<file path="src/rtl/issue_stall_pkg.sv">
package issue_stall_pkg;

  typedef enum logic [2:0] {
    KIND_NONE   = 3'd0,
    KIND_REG    = 3'd1,
    KIND_RES    = 3'd2,
    KIND_MEM    = 3'd3,
    KIND_CUSTOM = 3'd4,
    KIND_ORDER  = 3'd5
  } stallKind_e;

  // control -> datapath strobes
  typedef struct packed {
    logic       loadRecord;   // a new stall is recorded this cycle
    logic       holdDec;      // held record counts down
    logic       clearRecord;  // clean retry, record released
    stallKind_e loadKind;     // kind whose delay is loaded
    logic       loadLwb;      // in-order grant loads write-back counter
  } ctlStrobes_t;

endpackage

</file>
<file path="src/rtl/issue_stall_dp.sv">
module issue_stall_dp
  import issue_stall_pkg::*;
#(
  parameter int CW = 4,
  parameter int ND = 2
) (
  input  logic                clk,
  input  logic                rst,
  input  ctlStrobes_t         strobes,
  input  logic [CW-1:0]       regDist,
  input  logic                regUnknown,
  input  logic [CW-1:0]       customCycles,
  input  logic [CW-1:0]       instLatency,
  input  logic [ND*(CW+1)-1:0] destRemain,
  input  logic [ND-1:0]       destUnknown,
  input  logic [ND*CW-1:0]    destLatency,
  input  logic [CW-1:0]       issueLeft,
  output logic                regHit,
  output logic                customHit,
  output logic                orderHit,
  output logic                countZero,
  output logic [CW-1:0]       stallCount,
  output logic [CW-1:0]       lwbCount
);

  localparam int RW = CW + 1;

  logic [CW-1:0] destWb [ND];
  logic [CW-1:0] earliestWb;
  logic [CW-1:0] loadDelay;
  logic [CW-1:0] lwbBase;

  // per-destination write-back distance, clamped at zero
  for (genvar d = 0; d < ND; d++) begin : g_dest
    logic [RW-1:0] remRaw;
    assign remRaw = destRemain[d*RW +: RW];
    assign destWb[d] = destUnknown[d] ? destLatency[d*CW +: CW]
                     : (remRaw[RW-1] ? '0 : remRaw[CW-1:0]);
  end

  always_comb begin
    earliestWb = instLatency;
    for (int d = 0; d < ND; d++) begin
      if (destWb[d] < earliestWb) earliestWb = destWb[d];
    end
  end

  assign regHit    = regUnknown || (regDist != '0);
  assign customHit = (customCycles != '0);
  assign orderHit  = (lwbCount != '0) && (earliestWb < lwbCount);
  assign countZero = (stallCount == '0);

  always_comb begin
    unique case (strobes.loadKind)
      KIND_REG:    loadDelay = regUnknown ? CW'(1) : regDist;
      KIND_RES:    loadDelay = CW'(1);
      KIND_MEM:    loadDelay = CW'(1);
      KIND_CUSTOM: loadDelay = customCycles;
      KIND_ORDER:  loadDelay = lwbCount - earliestWb;
      default:     loadDelay = CW'(1);
    endcase
  end

  // stall count: the cycle-end decrement is folded into the load
  always_ff @(posedge clk) begin
    if (rst) begin
      stallCount <= '0;
    end else if (strobes.loadRecord) begin
      stallCount <= loadDelay - CW'(1);
    end else if (strobes.clearRecord) begin
      stallCount <= '0;
    end else if (strobes.holdDec) begin
      stallCount <= stallCount - CW'(1);
    end
  end

  assign lwbBase = strobes.loadLwb ? issueLeft : lwbCount;

  always_ff @(posedge clk) begin
    if (rst) begin
      lwbCount <= '0;
    end else begin
      lwbCount <= (lwbBase != '0) ? lwbBase - CW'(1) : '0;
    end
  end

endmodule

</file>
<file path="src/rtl/issue_stall_ctl.sv">
module issue_stall_ctl
  import issue_stall_pkg::*;
(
  input  logic        clk,
  input  logic        rst,
  input  logic        candValid,
  input  logic        regHit,
  input  logic        resBusy,
  input  logic        memAlias,
  input  logic        customHit,
  input  logic        orderHit,
  input  logic        retireOoo,
  input  logic        countZero,
  output ctlStrobes_t strobes,
  output logic        issueGrant,
  output logic        issueBlocked,
  output logic        retryReq,
  output logic        recordValid,
  output stallKind_e  recordKind,
  output logic        evRegFile,
  output logic        evRegPressure,
  output logic        evDispatch,
  output logic        evResPressure,
  output logic        evCustom
);

  stallKind_e hitKind;
  stallKind_e effKind;
  logic holding;
  logic evaluate;
  logic newStall;

  assign holding  = recordValid && !countZero;
  assign retryReq = recordValid && countZero;
  assign evaluate = retryReq || (candValid && !recordValid);

  // fixed priority selection
  always_comb begin
    if (regHit)                      hitKind = KIND_REG;
    else if (resBusy)                hitKind = KIND_RES;
    else if (memAlias)               hitKind = KIND_MEM;
    else if (customHit)              hitKind = KIND_CUSTOM;
    else if (orderHit && !retireOoo) hitKind = KIND_ORDER;
    else                             hitKind = KIND_NONE;
  end

  assign newStall     = evaluate && (hitKind != KIND_NONE);
  assign issueGrant   = evaluate && (hitKind == KIND_NONE);
  assign issueBlocked = holding || newStall;

  always_comb begin
    if (newStall)     effKind = hitKind;
    else if (holding) effKind = recordKind;
    else              effKind = KIND_NONE;
  end

  assign evRegFile     = (effKind == KIND_REG);
  assign evRegPressure = (effKind == KIND_REG);
  assign evDispatch    = (effKind == KIND_RES);
  assign evResPressure = (effKind == KIND_RES);
  assign evCustom      = (effKind == KIND_CUSTOM);

  always_comb begin
    strobes.loadRecord  = newStall;
    strobes.holdDec     = holding;
    strobes.clearRecord = retryReq && !newStall;
    strobes.loadKind    = hitKind;
    strobes.loadLwb     = issueGrant && !retireOoo;
  end

  always_ff @(posedge clk) begin
    if (rst) begin
      recordValid <= 1'b0;
      recordKind  <= KIND_NONE;
    end else if (newStall) begin
      recordValid <= 1'b1;
      recordKind  <= hitKind;
    end else if (strobes.clearRecord) begin
      recordValid <= 1'b0;
      recordKind  <= KIND_NONE;
    end
  end

endmodule

</file>
<file path="src/rtl/issue_stall_tracker.sv">
module issue_stall_tracker
  import issue_stall_pkg::*;
#(
  parameter int CW = 4,
  parameter int ND = 2
) (
  input  logic                 clk,
  input  logic                 rst,
  input  logic                 candValid,
  input  logic [CW-1:0]        regDist,
  input  logic                 regUnknown,
  input  logic                 resBusy,
  input  logic                 memAlias,
  input  logic [CW-1:0]        customCycles,
  input  logic [CW-1:0]        instLatency,
  input  logic [ND*(CW+1)-1:0] destRemain,
  input  logic [ND-1:0]        destUnknown,
  input  logic [ND*CW-1:0]     destLatency,
  input  logic                 retireOoo,
  input  logic [CW-1:0]        issueLeft,
  output logic                 issueGrant,
  output logic                 issueBlocked,
  output logic                 retryReq,
  output logic                 recordValid,
  output logic [2:0]           stallKind,
  output logic [CW-1:0]        stallCyclesLeft,
  output logic [CW-1:0]        lastWbCount,
  output logic                 evRegFile,
  output logic                 evRegPressure,
  output logic                 evDispatch,
  output logic                 evResPressure,
  output logic                 evCustom
);

  ctlStrobes_t strobes;
  stallKind_e  recordKind;
  logic regHit, customHit, orderHit, countZero;

  issue_stall_ctl u_ctl (
    .clk(clk), .rst(rst), .candValid(candValid),
    .regHit(regHit), .resBusy(resBusy), .memAlias(memAlias),
    .customHit(customHit), .orderHit(orderHit), .retireOoo(retireOoo),
    .countZero(countZero), .strobes(strobes),
    .issueGrant(issueGrant), .issueBlocked(issueBlocked),
    .retryReq(retryReq), .recordValid(recordValid), .recordKind(recordKind),
    .evRegFile(evRegFile), .evRegPressure(evRegPressure),
    .evDispatch(evDispatch), .evResPressure(evResPressure),
    .evCustom(evCustom)
  );

  issue_stall_dp #(.CW(CW), .ND(ND)) u_dp (
    .clk(clk), .rst(rst), .strobes(strobes),
    .regDist(regDist), .regUnknown(regUnknown), .customCycles(customCycles),
    .instLatency(instLatency), .destRemain(destRemain),
    .destUnknown(destUnknown), .destLatency(destLatency),
    .issueLeft(issueLeft), .regHit(regHit), .customHit(customHit),
    .orderHit(orderHit), .countZero(countZero),
    .stallCount(stallCyclesLeft), .lwbCount(lastWbCount)
  );

  assign stallKind = recordKind;

endmodule

</file>
<file path="config.mk">
export PLATFORM = sky130hd
export DESIGN_NAME = issue_stall_tracker
export DESIGN_NICKNAME = d
export VERILOG_FILES = /design/src/rtl/issue_stall_pkg.sv /design/src/rtl/issue_stall_dp.sv /design/src/rtl/issue_stall_ctl.sv /design/src/rtl/issue_stall_tracker.sv
export SDC_FILE = /design/constraint.sdc
export NUM_CORES = 1
export LEC_CHECK = 0
export BUFFER_PORTS_ARGS = -buffer_cell sky130_fd_sc_hd__buf_2
export CAP_MARGIN = 5
export CORE_ASPECT_RATIO = 1.2
export CORE_UTILIZATION = 55
export CTS_BUF_LIST = sky130_fd_sc_hd__clkbuf_4
export CTS_CLUSTER_SIZE = 14
export DETAILED_ROUTE_END_ITERATION = 7
export GPL_TIMING_DRIVEN = 0
export HOLD_SLACK_MARGIN = 0.12
export PLACE_DENSITY = 0.95
export SKIP_CTS_REPAIR_TIMING = 1
export SLEW_MARGIN = 20
export SYNTH_ARGS = -nofsm -noshare
export SYNTH_HDL_FRONTEND = slang
export SYNTH_SLANG_ARGS = --single-unit
export TNS_END_PERCENT = 20
</file>
<file path="constraint.sdc">
create_clock -name clk -period 15.6 [get_ports clk]
set_clock_uncertainty 0.2 [all_clocks]
set_input_delay 2.34 -clock clk [delete_from_list [all_inputs] [get_ports clk]]
set_output_delay 2.34 -clock clk [all_outputs]
set_load 0.1 [all_outputs]
</file>
Yosys cells after proc, flatten, opt, wreduce, memory -nomap -nowiden
Index checks and enable logic that the tools add are counted.
- divide/modulo/power cells: 0
- reduce and logical (&&, ||, !) cells: 26
- bitwise operators: 1
- add/subtract/negate cells: 4
- multiplexer cells: 23
- order comparisons: 3
- equality and inequality tests: 6
- $mul: 0
- shift operators: 0
- operator list (operator ; number):
    $mux 4 ; 11
    $mux 3 ; 9
    $reduce_bool 4->1 ; 4
    $lt 4x4->1 ; 3
    $pmux 4 s3 ; 1
    $sub 4x1->4 const B ; 3
    $eq 3x3->1 const B ; 3
    $logic_and 1x1->1 ; 9
    $eq 3x1->1 const B ; 2
    $reduce_bool 3->1 ; 2
    $logic_not 1->1 ; 4
    $logic_not 4->1 ; 1
    $sub 4x4->4 ; 1
    $eq 3x2->1 const B ; 1
    $logic_not 3->1 ; 1
    $logic_or 1x1->1 ; 3
    $mux 1 ; 2
    $reduce_bool 2->1 ; 1
    $reduce_or 2->1 ; 1
    $not 1->1 ; 1
- logic and storage cells: 67
- RAM bits: 0
- memories: 0
- register bits after elaboration: 12
- memory bits (read-only): 0
- latch bits: 0

Depth between registers and ports, before layout
Gate-level depths: netlist (run 1).
- depth in word-level cells: 21
- gate-level depth with buffers: 29
- gate-level depth less buffers: 29

Modules after synthesis
Synthesis (run 1) repeated with hierarchy kept, for this count alone.
- cells, all modules: 191
- area, all modules: 1640.3 um^2
- modules (own cells, without submodules) (module ; cells each ; instances ; area an instance (um^2) ; sequential area each (um^2)):
    issue_stall_dp ; 143 ; 1 ; 1179.9 ; 160.2
    issue_stall_ctl ; 48 ; 1 ; 460.4 ; 80.1

Least setup slack after synthesis (run 1)
OpenSTA, ideal clock, no wires.
- kind: input port to output port
- start point: input port destRemain[4]
- end point: output port evRegPressure
- setup slack: 4.299 ns
- data required time: 13.060 ns
- arrival: 8.761 ns
- stages on the path: 21
- cell sequence: nor2_1 > a22o_1 > ha_1 > o21ai_0 > o21bai_1 > a21o_1 > mux2i_1 > ha_1 > o21ai_0 > a21oi_1 > nor2_1 > a31oi_1 > mux2_2 > ha_1 > a41oi_1 > nand3_1 > o21ai_0 > nand3_1 > nand2_1 > nor3b_1 > buf_4
- word-level cells in the longest chain between the ends: 18
- RTL lines (what ; RTL line ; RTL):
    from (decl) ; issue_stall_tracker.sv:16 ; input logic [ND*(CW+1)-1:0] destRemain,
    $mux 4 (*) ; issue_stall_dp.sv:38 ; : (remRaw[RW-1] ? '0 : remRaw[CW-1:0]);
    $mux 4 (*) ; issue_stall_dp.sv:37 ; assign destWb[d] = destUnknown[d] ? destLatency[d*CW +: CW]
    $lt 4x4->1 ; issue_stall_dp.sv:44 ; if (destWb[d] < earliestWb) earliestWb = destWb[d];
    $mux 4 (*) ; issue_stall_dp.sv:44 ;
    $lt 4x4->1 ; issue_stall_dp.sv:44 ;
    $mux 4 (*) ; issue_stall_dp.sv:44 ;
    $lt 4x4->1 (*) ; issue_stall_dp.sv:50 ; assign orderHit = (lwbCount != '0) && (earliestWb < lwbCount);
    $logic_and 1x1->1 (*) ; issue_stall_dp.sv:50 ;
    [2 not listed] ; - ;
    $mux 3 (*) ; issue_stall_ctl.sv:42 ; else if (customHit) hitKind = KIND_CUSTOM;
    $mux 3 (*) ; issue_stall_ctl.sv:41 ; else if (memAlias) hitKind = KIND_MEM;
    $mux 3 (*) ; issue_stall_ctl.sv:40 ; else if (resBusy) hitKind = KIND_RES;
    $mux 3 (*) ; issue_stall_ctl.sv:39 ; if (regHit) hitKind = KIND_REG;
    $reduce_bool 3->1 ; issue_stall_ctl.sv:47 ; assign newStall = evaluate && (hitKind != KIND_NONE);
    $logic_and 1x1->1 ; issue_stall_ctl.sv:47 ;
    $mux 3 (*) ; issue_stall_ctl.sv:52 ; if (newStall) effKind = hitKind;
    $eq 3x1->1 (*) ; - ;
    to (decl) ; issue_stall_tracker.sv:29 ; output logic evRegPressure,
Mark *: on every way between the ends. The rest lies on a longest branch, timed or not.

Worst setup path after layout (run 1)
- start point: input port destUnknown[0]
- end point: output port evRegPressure
- word-level cells in the longest chain between the ends: 17
- RTL lines (what ; RTL line ; RTL):
    from (decl) ; issue_stall_tracker.sv:17 ; input logic [ND-1:0] destUnknown,
    $mux 4 (*) ; issue_stall_dp.sv:37 ;
    $lt 4x4->1 ; issue_stall_dp.sv:44 ;
    $mux 4 (*) ; issue_stall_dp.sv:44 ;
    $lt 4x4->1 ; issue_stall_dp.sv:44 ;
    $mux 4 (*) ; issue_stall_dp.sv:44 ;
    $lt 4x4->1 (*) ; issue_stall_dp.sv:50 ;
    $logic_and 1x1->1 (*) ; issue_stall_dp.sv:50 ;
    $logic_and 1x1->1 (*) ; issue_stall_ctl.sv:43 ; else if (orderHit && !retireOoo) hitKind = KIND_ORDER;
    $mux 3 (*) ; issue_stall_ctl.sv:43 ;
    $mux 3 (*) ; issue_stall_ctl.sv:42 ;
    $mux 3 (*) ; issue_stall_ctl.sv:41 ;
    $mux 3 (*) ; issue_stall_ctl.sv:40 ;
    $mux 3 (*) ; issue_stall_ctl.sv:39 ;
    $reduce_bool 3->1 ; issue_stall_ctl.sv:47 ;
    $logic_and 1x1->1 ; issue_stall_ctl.sv:47 ;
    $mux 3 (*) ; issue_stall_ctl.sv:52 ;
    $eq 3x1->1 (*) ; issue_stall_ctl.sv:58 ; assign evRegPressure = (effKind == KIND_REG);
Marked as above.

==> flow_summary.toml, run 1 <==
[setup_path]
crit_required_ns = 13.06
r2r_start = "u_dp.lwbCount[0]"
path_delay_family = "compound AO/OA/AOI/OAI gates"
cp-start-kind = "primary input"
r2r-end = "u_dp.stallCount[2]"
end_kind = "output pin"
crit_slowest_cell = "buf_2"
worst-path-buf-inv = 3
crit_path_max_fanout = 7
reg2reg_slack_ns = 12.25
cp_cell_sequence = "buf_2 -> nor2_1 -> a22o_1 -> ha_1 -> o21ai_0 -> o21bai_1 -> a21o_1 -> mux2i_1 -> ha_1 -> o21ai_0 -> a21oi_1 -> nor2_1 -> a31oi_1 -> mux2_2 -> ha_1 -> a41oi_1 -> nand3_1 -> o21ai_0 -> nand3_1 -> nand2_1 -> nor3b_1 -> buf_4 -> buf_2"
endpoint = "evRegPressure"
reg2reg_depth = 16
cp.arrival_ns = 7.47
critical_path_depth = 23
crit_path_start = "destUnknown[0]"
crit_type = "in2out"
critical_path.max_stage_delay_ns = 0.41

[clocking]
clk_path_buf_depth = 2
cts-root-buf = "clkbuf_4"
cts_buffers = 3
clock_sinks = 12
cts_tree = "yes"
cts_max_level = 1
clock_latency_ns = 0.28
clkTransAtPathRegs_ns = 0.07

[global_routing]
grt_pass1_vias = 1759
grt_pass1_wl_um = 7110
busiest_layer = "met2"
grtUsageMet1_pct = 33.1
met2_usage_pct = 49.5
antenna_found_initial = 0
grt_usage_pct = 28.0
grt_overflow_total = 0
grt_max_degree = 11
use_met3_pct = 3.16

[sta]
period_share_pct = 64.2
fmaxAchievable_mhz = 99.9
hold_viol_final = 0
rsz0062_at_grt = "false"
relSlewSlack_pct = 64.3
fin_setup_tns_ns = 0
setup_violations = 0
worstMarginPinSlew_ns = 0.531
finalMaxSlewViolations = 0
worst_slack_ns = 5.59
min_period_ns = 10.01

[layout]
final_layout_size_suffix_gt1_share_pct = 33.9
area_delta_synth_final_pct = 22.4
final_cells = 317
antenna_cells = 0
final_nets = 344
seq_area_um2 = 240
multi_input_area_um2 = 1320
num-fill-cells = 256

[power]
ir_drop_mv = 0.104
power_density_nw_per_um2 = 130
leakage_nw = 0.965

[yosys]
postSynthAreaPerCell_um2 = 7.68
async_reset_ff_share_pct = 0
synth.area.top_cells = "dfxtp_1 14%, ha_1 11%, nor2_1 4.7%"
synthesis.nets = 277
synth_ff_type = "dfxtp_1"
synth_top_area_share_pct = 14.3
synthCells = 218
synth_top_family_by_area = "compound AO/OA/AOI/OAI gates"
yosys_warnings = 0
yosys.area_share.simple_pct = 28.8
yosysMostFrequentCell = "nor2_1"
muxShareOfSynthArea_pct = 4.93
ys_types = 59
synth_seq_cells = 12
yosys.area.top_type = "dfxtp_1"
synthAdderAreaFrac_pct = 12.4
synth_edf_count = 0
synth_compound_area_share_pct = 31.9
netlist_area_um2 = 1670
synth-seq-area-share_pct = 14.3
synth_xor_area_share_pct = 1.05
ys_top_cells_by_count = "21 x nor2_1, 19 x inv_1, 19 x nand2_1"

[die]
ios = 63
die_h_um = 62.4
die_x_um = 52.4
design.core.area_um2 = 2840
fp-row-count = 21
dieArea_um2 = 3270
start_util_pct = 59.0

[placed_design]
place_congestion = 0.971
dp_hpwl_um = 3690
io_buffer_count = 62
pre_cts_ws_ns = 5.68
placed_cells = 314

[drt]
vias = 1906
postRouteWirelength_um = 4360
drc_errors = 0
dr.pass1.iters = 4
wl_per_cell_um = 13.8
ant_nets = 0
vias_per_cell = 6.01
drt_iter0_drc = 44

[run]
maxCapViolations = 0

[hold_path]
hp-class = "reg2reg"

[outcome]
status = "completed"
per-stage QoR:
step           hold slack (ns)  cell area (um2)  power [mW]  utilization, %
3_5_place_dp             0.281             2030       0.246            71.4
5_1_grt                  0.318             2050       0.283            72.2
4_1_cts                  0.299             2050       0.265            72.2
2_1_floorplan            0.719             1670       0.207               -
3_3_place_gp             0.274             2030       0.241            71.4
6_report                 0.293             2050       0.266            72.2
power by group:
part	internal, mW	switching (mW)
Sequential	0.0372	0.00834
Combinational	0.0605	0.140
Clock	0.00896	0.0106
flip-flops by register name, indices dropped and copies added, names as in the netlist:
register	cells
u_ctl.recordKind	3
u_ctl.recordValid	1
u_dp.lwbCount	4
u_dp.stallCount	4
worst register-to-register path: stages (launching register included):
cell and delay [ns]:
dfxtp_1 0.41, inv_1 0.07, ha_1 0.22, fa_1 0.43
nand2b_1 0.19, a21o_2 0.26, nor3_1 0.21, nor2_1 0.06
nor2_1 0.10, a21oi_1 0.06, ha_1 0.23, inv_1 0.08
nor2_1 0.04, o31ai_1 0.19, o2111a_1 0.24, a41oi_1 0.06
o31ai_1 0.21
cells in the final DEF, fill, tap and decap left out, types with 3 or more instances in the layout:
| master | netlist | routed |
|---|---|---|
| o21ai_0 | 9 | 9 |
| o31ai_1 | 4 | 4 |
| inv_1 | 19 | 19 |
| mux2i_1 | 6 | 6 |
| a21o_1 | 4 | 4 |
| nand2b_1 | 5 | 5 |
| nor3_1 | 7 | 7 |
| a221oi_1 | 3 | 3 |
| a21oi_1 | 13 | 13 |
| a211oi_1 | 3 | 3 |
| clkbuf_4 | 0 | 3 |
| buf_2 | 1 | 63 |
| a31oi_1 | 3 | 3 |
| dfxtp_1 | 12 | 12 |
| or2_2 | 3 | 3 |
| ha_1 | 15 | 15 |
| nor2_1 | 21 | 21 |
| nor3b_1 | 3 | 3 |
| a22o_1 | 3 | 3 |
| nand2_1 | 19 | 19 |
| nand3_1 | 7 | 7 |
| a22oi_1 | 3 | 3 |
| nor2b_1 | 5 | 5 |
worst min path at each step:
| stage | from | slack [ns] | cells past startpoint | to |
|---|---|---|---|---|
| 2_1_floorplan | u_ctl.recordKind[0] | 0.72 | 2 | u_ctl.recordKind[0] |
| 3_3_place_gp | u_ctl.recordKind[0] | 0.27 | 2 | u_ctl.recordKind[0] |
| 3_5_place_dp | u_ctl.recordKind[0] | 0.28 | 2 | u_ctl.recordKind[0] |
| 4_1_cts | u_ctl.recordKind[0] | 0.30 | 2 | u_ctl.recordKind[0] |
| 5_1_grt | u_ctl.recordKind[0] | 0.32 | 2 | u_ctl.recordKind[0] |
| 6_report | u_ctl.recordKind[0] | 0.29 | 2 | u_ctl.recordKind[0] |
kinds of logic (layout without fill, tap and decap cells):
logic type | Yosys count | in the layout
adders and majority gates | 16 | 16
xor gates and xnor gates | 2 | 2
DFF | 12 | 12
AOI/OAI and AO/OA | 70 | 70
muxes | 8 | 8
buffers and inverters | 25 | 90
and+or+nand+nor | 85 | 85
cell type report:
class                   instances  share of cell area (%)
plain buffers                   5                    1.71
clock buffers                   3                    1.10
inverters                      20                    3.66
multi-input cells             181                    64.6
flip-flops and latches         12                    11.7
well taps                      34                    2.08
repair buffers                 62                    15.1
routing by layer:
| layer | vias to the layer above | part of all wire, % | wire length [um] |
|---|---|---|---|
| met4 | 0 | 2.3 | 102 |
| met1 | 877 | 43 | 1860 |
| li1 | 948 | - | - |
| met2 | 69 | 49 | 2130 |
| met5 | - | 0 | 0 |
| met3 | 12 | 6.0 | 260 |
Power figures use the tool's default switching activity.
==> inputs of run 2 (changes only) <==
ABC_AREA = 1   (was not set)
CORE_UTILIZATION = 45   (was 55)
PLACE_DENSITY = 0.86   (was 0.95)
clock period = 8.6 ns   (was 15.6 ns; I/O delays follow)
==> run 2 against run 1 <==
  * Power grew 140%
  * Largest cell class unchanged
  * Highest routed layer unchanged
  * Worst hold slack lost 0.0088 ns
  * Final area shrank 9.0%
  * Global-route usage shrank 5.5 points
  * Core utilization shrank 12 points
  * Combinational power up 150%
  * Final cell count up 9.5%
==> flow_summary.toml, run 2 <==
[clocking]
cts_buffers = 3
cts_tree = "yes"
cts-root-buf = "clkbuf_4"
clkTransAtPathRegs_ns = 0.08
clock_sinks = 12
cts_max_level = 1
clock_latency_ns = 0.28
clk_path_buf_depth = 2

[yosys]
synth_seq_cells = 12
synth_ff_type = "dfxtp_1"
postSynthAreaPerCell_um2 = 6.04
synth_top_area_share_pct = 16.2
yosysMostFrequentCell = "nand2_1"
ys_top_cells_by_count = "53 x nand2_1, 52 x inv_1, 23 x nand3_1"
synthesis.nets = 304
async_reset_ff_share_pct = 0
ys_types = 31
netlist_area_um2 = 1480
yosys.area.top_type = "dfxtp_1"
synth.area.top_cells = "dfxtp_1 16%, nand2_1 13%, inv_1 13%"
synthCells = 245
synth-seq-area-share_pct = 16.2
yosys_warnings = 0
synth_edf_count = 0

[layout]
reg_top3 = "u_dp.lwbCount x4, u_dp.stallCount x4, u_ctl.recordKind x3"
area_delta_synth_final_pct = 26.1
final_common_cell = "buf_2"
final_layout_size_suffix_gt1_share_pct = 27.7
antenna_cells = 0
final_cell_mix = "62 x buf_2, 53 x nand2_1, 52 x inv_1, 23 x nand3_1, 19 x nor2_1"
num-fill-cells = 309
final_nets = 371
final_area_um2 = 1870

[setup_path]
reg2reg_depth = 15
crit_type = "in2out"
end_kind = "output pin"
cp-start-kind = "primary input"
critical_path.max_stage_delay_ns = 0.42
crit_required_ns = 7.11
crit_top_cell = "nand2_1"
crit_path_max_fanout = 6
cp.arrival_ns = 5.90
crit_slowest_cell = "fa_1"

[outcome]
status = "completed"

[placed_design]
io_buffer_count = 62
place_congestion = 0.829
placed_area_um2 = 1840
dp_hpwl_um = 3040

[sta]
relSlewSlack_pct = 67.8
min_period_ns = 7.39
setup_violations = 0
fin_setup_tns_ns = 0
finalMaxSlewViolations = 0
hold_viol_final = 0
whs_ns = 0.285
period_share_pct = 85.9
rsz0062_at_grt = "false"
fmaxAchievable_mhz = 135
worstMarginPinSlew_ns = 0.486

[drt]
drc_errors = 0
top_layer = "met4"
dr.pass1.iters = 4
route.met2.wl_um = 1830
wl_per_cell_um = 10.2
vias_per_cell = 4.96
wl_met1_um = 1520
postRouteWirelength_um = 3550
vias = 1722
met3_length_um = 159
ant_nets = 0
drt_iter0_drc = 34

[power]
power.share.switching_pct = 66.2
p_int_uw = 212
ir_drop_mv = 0.272
p_sw_uw = 416
p_clk_share_pct = 5.8
pwr-share-seq_pct = 15.4
comb_power_share_pct = 78.7
power_density_nw_per_um2 = 337
leakage_nw = 1.10

[run]
maxCapViolations = 0

[die]
ios = 63
start_util_pct = 48.0
die_x_um = 54.3
die_h_um = 64.8
dieArea_um2 = 3520
design.core.area_um2 = 3080
fp-row-count = 22

[global_routing]
antenna_found_initial = 0
grt_pass1_wl_um = 6090
grt_max_degree = 8
grt_overflow_total = 0
grt_pass1_vias = 1614
grt_usage_pct = 22.5

[hold_path]
hp-class = "reg2reg"
hold_depth = 2
## run 2: changes by cell type in the layout (fill, tap and decap cells not counted), sizes merged, moves of 5 or more
cell    previous run  this run
nand2             20        57
mux2i              6         0
inv               20        54
nand2b             5         0
nor2b              5         0
a221oi             5         0
nor3               9         2
a21o               5         0
nand3              7        24
nand4              0         5
## run 2: power groups by stage
stage | combinational, mW | sequential, mW | clock (mW)
floorplan | 0.275 | 0.234 | 0
global placement | 0.484 | 0.0968 | 0
detailed placement | 0.493 | 0.0974 | 0
CTS | 0.495 | 0.0966 | 0.0379
global route | 0.542 | 0.0995 | 0.0397
finish | 0.495 | 0.0969 | 0.0367
## run 2: logic make-up (layout without fill, tap and decap cells)
kind of cell / after synthesis / in the layout / share of synthesized area, %
compound gates: 41 / 41 / 16.2
buf+inv: 56 / 122 / 14.7
simple gates: 115 / 115 / 35.8
flops: 12 / 12 / 16.2
fa+ha+maj: 16 / 16 / 14.0
xor+xnor: 5 / 5 / 2.96
## run 2: routing by layer
metal,vias to the layer above,global-route usage (%)
li1,917,-
met1,747,25.1
met2,52,42.8
met3,6,2.82
met4,0,4.81
met5,-,0
## run 2: worst paths after layout
path | end | slack (ns) | startpoint
setup / recovery | evResPressure | 1.21 | destUnknown[0]
setup reg to reg | u_dp.stallCount[1] | 5.46 | u_dp.lwbCount[0]
hold / removal | u_ctl.recordKind[2] | 0.28 | u_ctl.recordKind[2]
hold reg to reg | u_ctl.recordKind[2] | 0.28 | u_ctl.recordKind[2]
## run 2: stage by stage
step           utilization [%]  instances  setup WS (ns)  power, mW
2_1_floorplan                -        245          0.380      0.509
5_1_grt                   60.5        347          0.632      0.681
3_3_place_gp              59.7        343           1.30      0.580
3_5_place_dp              59.7        343           1.18      0.591
6_report                  60.5        347           1.21      0.628
4_1_cts                   60.5        347           1.18      0.630
## run 2: area by class of cell
type	instances	area, um2	share of cell area (%)
multi-input cells	177	1030	55.0
repair buffers	62	310	16.6
flip-flops and latches	12	240	12.9
inverters	54	203	10.9
well taps	36	45.0	2.41
clock buffers	3	22.5	1.21
plain buffers	2	15.0	0.805
clock inverters	1	3.75	0.201
## run 2: critical path: cells and delay by family
kind	cells	cell delay, ns
AO/OA/AOI/OAI	4	0.76
buffers and inverters	10	1.22
adder cells (fa/ha/maj)	4	1.19
AND/OR/NAND/NOR	16	1.45
==> inputs of run 3 (changes only) <==
clock period = 6.65 ns   (was 8.6 ns; I/O delays follow)
==> run 3 against run 2 <==
  * Sequential power grew 27%
  * Clock power grew 28%
  * Die area is the same
  * Wire length shrank 4.6%
  * Sequential share of layout area shrank 0.60 points
  * Flip-flop and latch count is the same
  * Register-to-register slack lost 1.7 ns
  * Global-route usage shrank 1.8 points
  * Core utilization grew 3.0 points
  * Worst setup slack lost 0.83 ns
  * Largest cell class unchanged
==> flow_summary.toml, run 3 (same netlist as run 2, synthesis figures left out) <==
[sta]
whs_ns = 0.285
finalMaxSlewViolations = 0
fmaxAchievable_mhz = 160
hold_viol_final = 0
setup_violations = 0
fin_setup_tns_ns = 0
min_period_ns = 6.26
period_share_pct = 94.2
worst_slack_ns = 0.388
rsz0062_at_grt = "false"
relSlewSlack_pct = 67.6
worstMarginPinSlew_ns = 0.489

[drt]
vias_per_cell = 4.93
drt_iter0_drc = 32
vias = 1717
ant_nets = 0
drc_errors = 0
dr.pass1.iters = 4
postRouteWirelength_um = 3380
wl_per_cell_um = 9.72

[die]
die_x_um = 54.3
ios = 63
die_h_um = 64.8
start_util_pct = 48.0
fp-row-count = 22
design.core.area_um2 = 3080
dieArea_um2 = 3520

[run]
maxCapViolations = 0

[clocking]
clk_path_buf_depth = 2
cts_max_level = 1
clock_sinks = 12
clock_latency_ns = 0.28
cts-root-buf = "clkbuf_4"
clkTransAtPathRegs_ns = 0.08
cts_buffers = 3
cts_tree = "yes"

[setup_path]
cp.arrival_ns = 5.06
critical_path.max_stage_delay_ns = 0.36
crit_type = "in2out"
crit_top_cell = "nand2_1"
cp-start-kind = "primary input"
end_kind = "output pin"
crit_path_max_fanout = 6
crit_slowest_cell = "fa_2"
crit_required_ns = 5.45

[power]
power_density_nw_per_um2 = 420
leakage_nw = 1.12
ir_drop_mv = 0.378

[layout]
area_delta_synth_final_pct = 32.3
reg_top3 = "u_dp.lwbCount x4, u_dp.stallCount x4, u_ctl.recordKind x3"
antenna_cells = 0
final_layout_size_suffix_gt1_share_pct = 32.1
final_cell_mix = "57 x buf_2, 51 x nand2_1, 50 x inv_1, 22 x nand3_1, 19 x nor2_1"
final_cells = 348
final_nets = 372
final_common_cell = "buf_2"

[global_routing]
grt_usage_pct = 20.7
grt_pass1_wl_um = 5570
grt_pass1_vias = 1540
grt_max_degree = 8
antenna_found_initial = 0
grt_overflow_total = 0

[placed_design]
pre_cts_ws_ns = -0.276
dp_hpwl_um = 2890
io_buffer_count = 62
place_congestion = 0.813
placed_cells = 343

[hold_path]
hp-class = "reg2reg"

[outcome]
status = "completed"
## run 3: metrics by stage
step | cell area (um2) | power (mW) | util, %
floorplan | 1500 | 0.660 | -
global placement | 1850 | 0.752 | 60.0
CTS | 1880 | 0.807 | 60.9
finish | 1960 | 0.822 | 63.5
detailed placement | 1850 | 0.758 | 60.0
global route | 1960 | 0.886 | 63.5
## run 3: area by class of cell
class                      count  area, um2
buffer                         2       15.0
clock buffer                   3       22.5
clock inverter                 1       3.75
fill                         279       1130
inverter                      54        203
multi-input combinational    177       1080
sequential                    12        240
tap                           36       45.0
timing repair buffer          63        347
## run 3: worst max-delay path, delay by kind of cell
kind / cells / cell delay [ns]
AND/OR/NAND/NOR: 16 / 1.39
adder cells (fa/ha/maj): 4 / 1.10
buffers and inverters: 8 / 0.87
AO/OA/AOI/OAI: 5 / 0.69
## run 3: where the power goes
part / internal, mW / switching (mW)
Clock: 0.0218 / 0.0254
Combinational: 0.165 / 0.487
Sequential: 0.0983 / 0.0251
Total: 0.285 / 0.537
## run 3: routing by layer
layer	global-route usage (%)	vias up	part of all wire [%]
li1	-	924	-
met1	22.0	739	43
met2	37.8	49	51
met3	4.93	5	4.6
met4	7.05	0	1.1
met5	0	-	0
## run 3: final timing paths
path         slack, ns                start  cells after the start             endpoint
max               0.39       destUnknown[0]                     33             evCustom
min               0.28  u_ctl.recordKind[1]                      2  u_ctl.recordKind[1]
max reg2reg       3.79     u_dp.lwbCount[0]                     15   u_dp.stallCount[1]
min reg2reg       0.28  u_ctl.recordKind[1]                      2  u_ctl.recordKind[1]
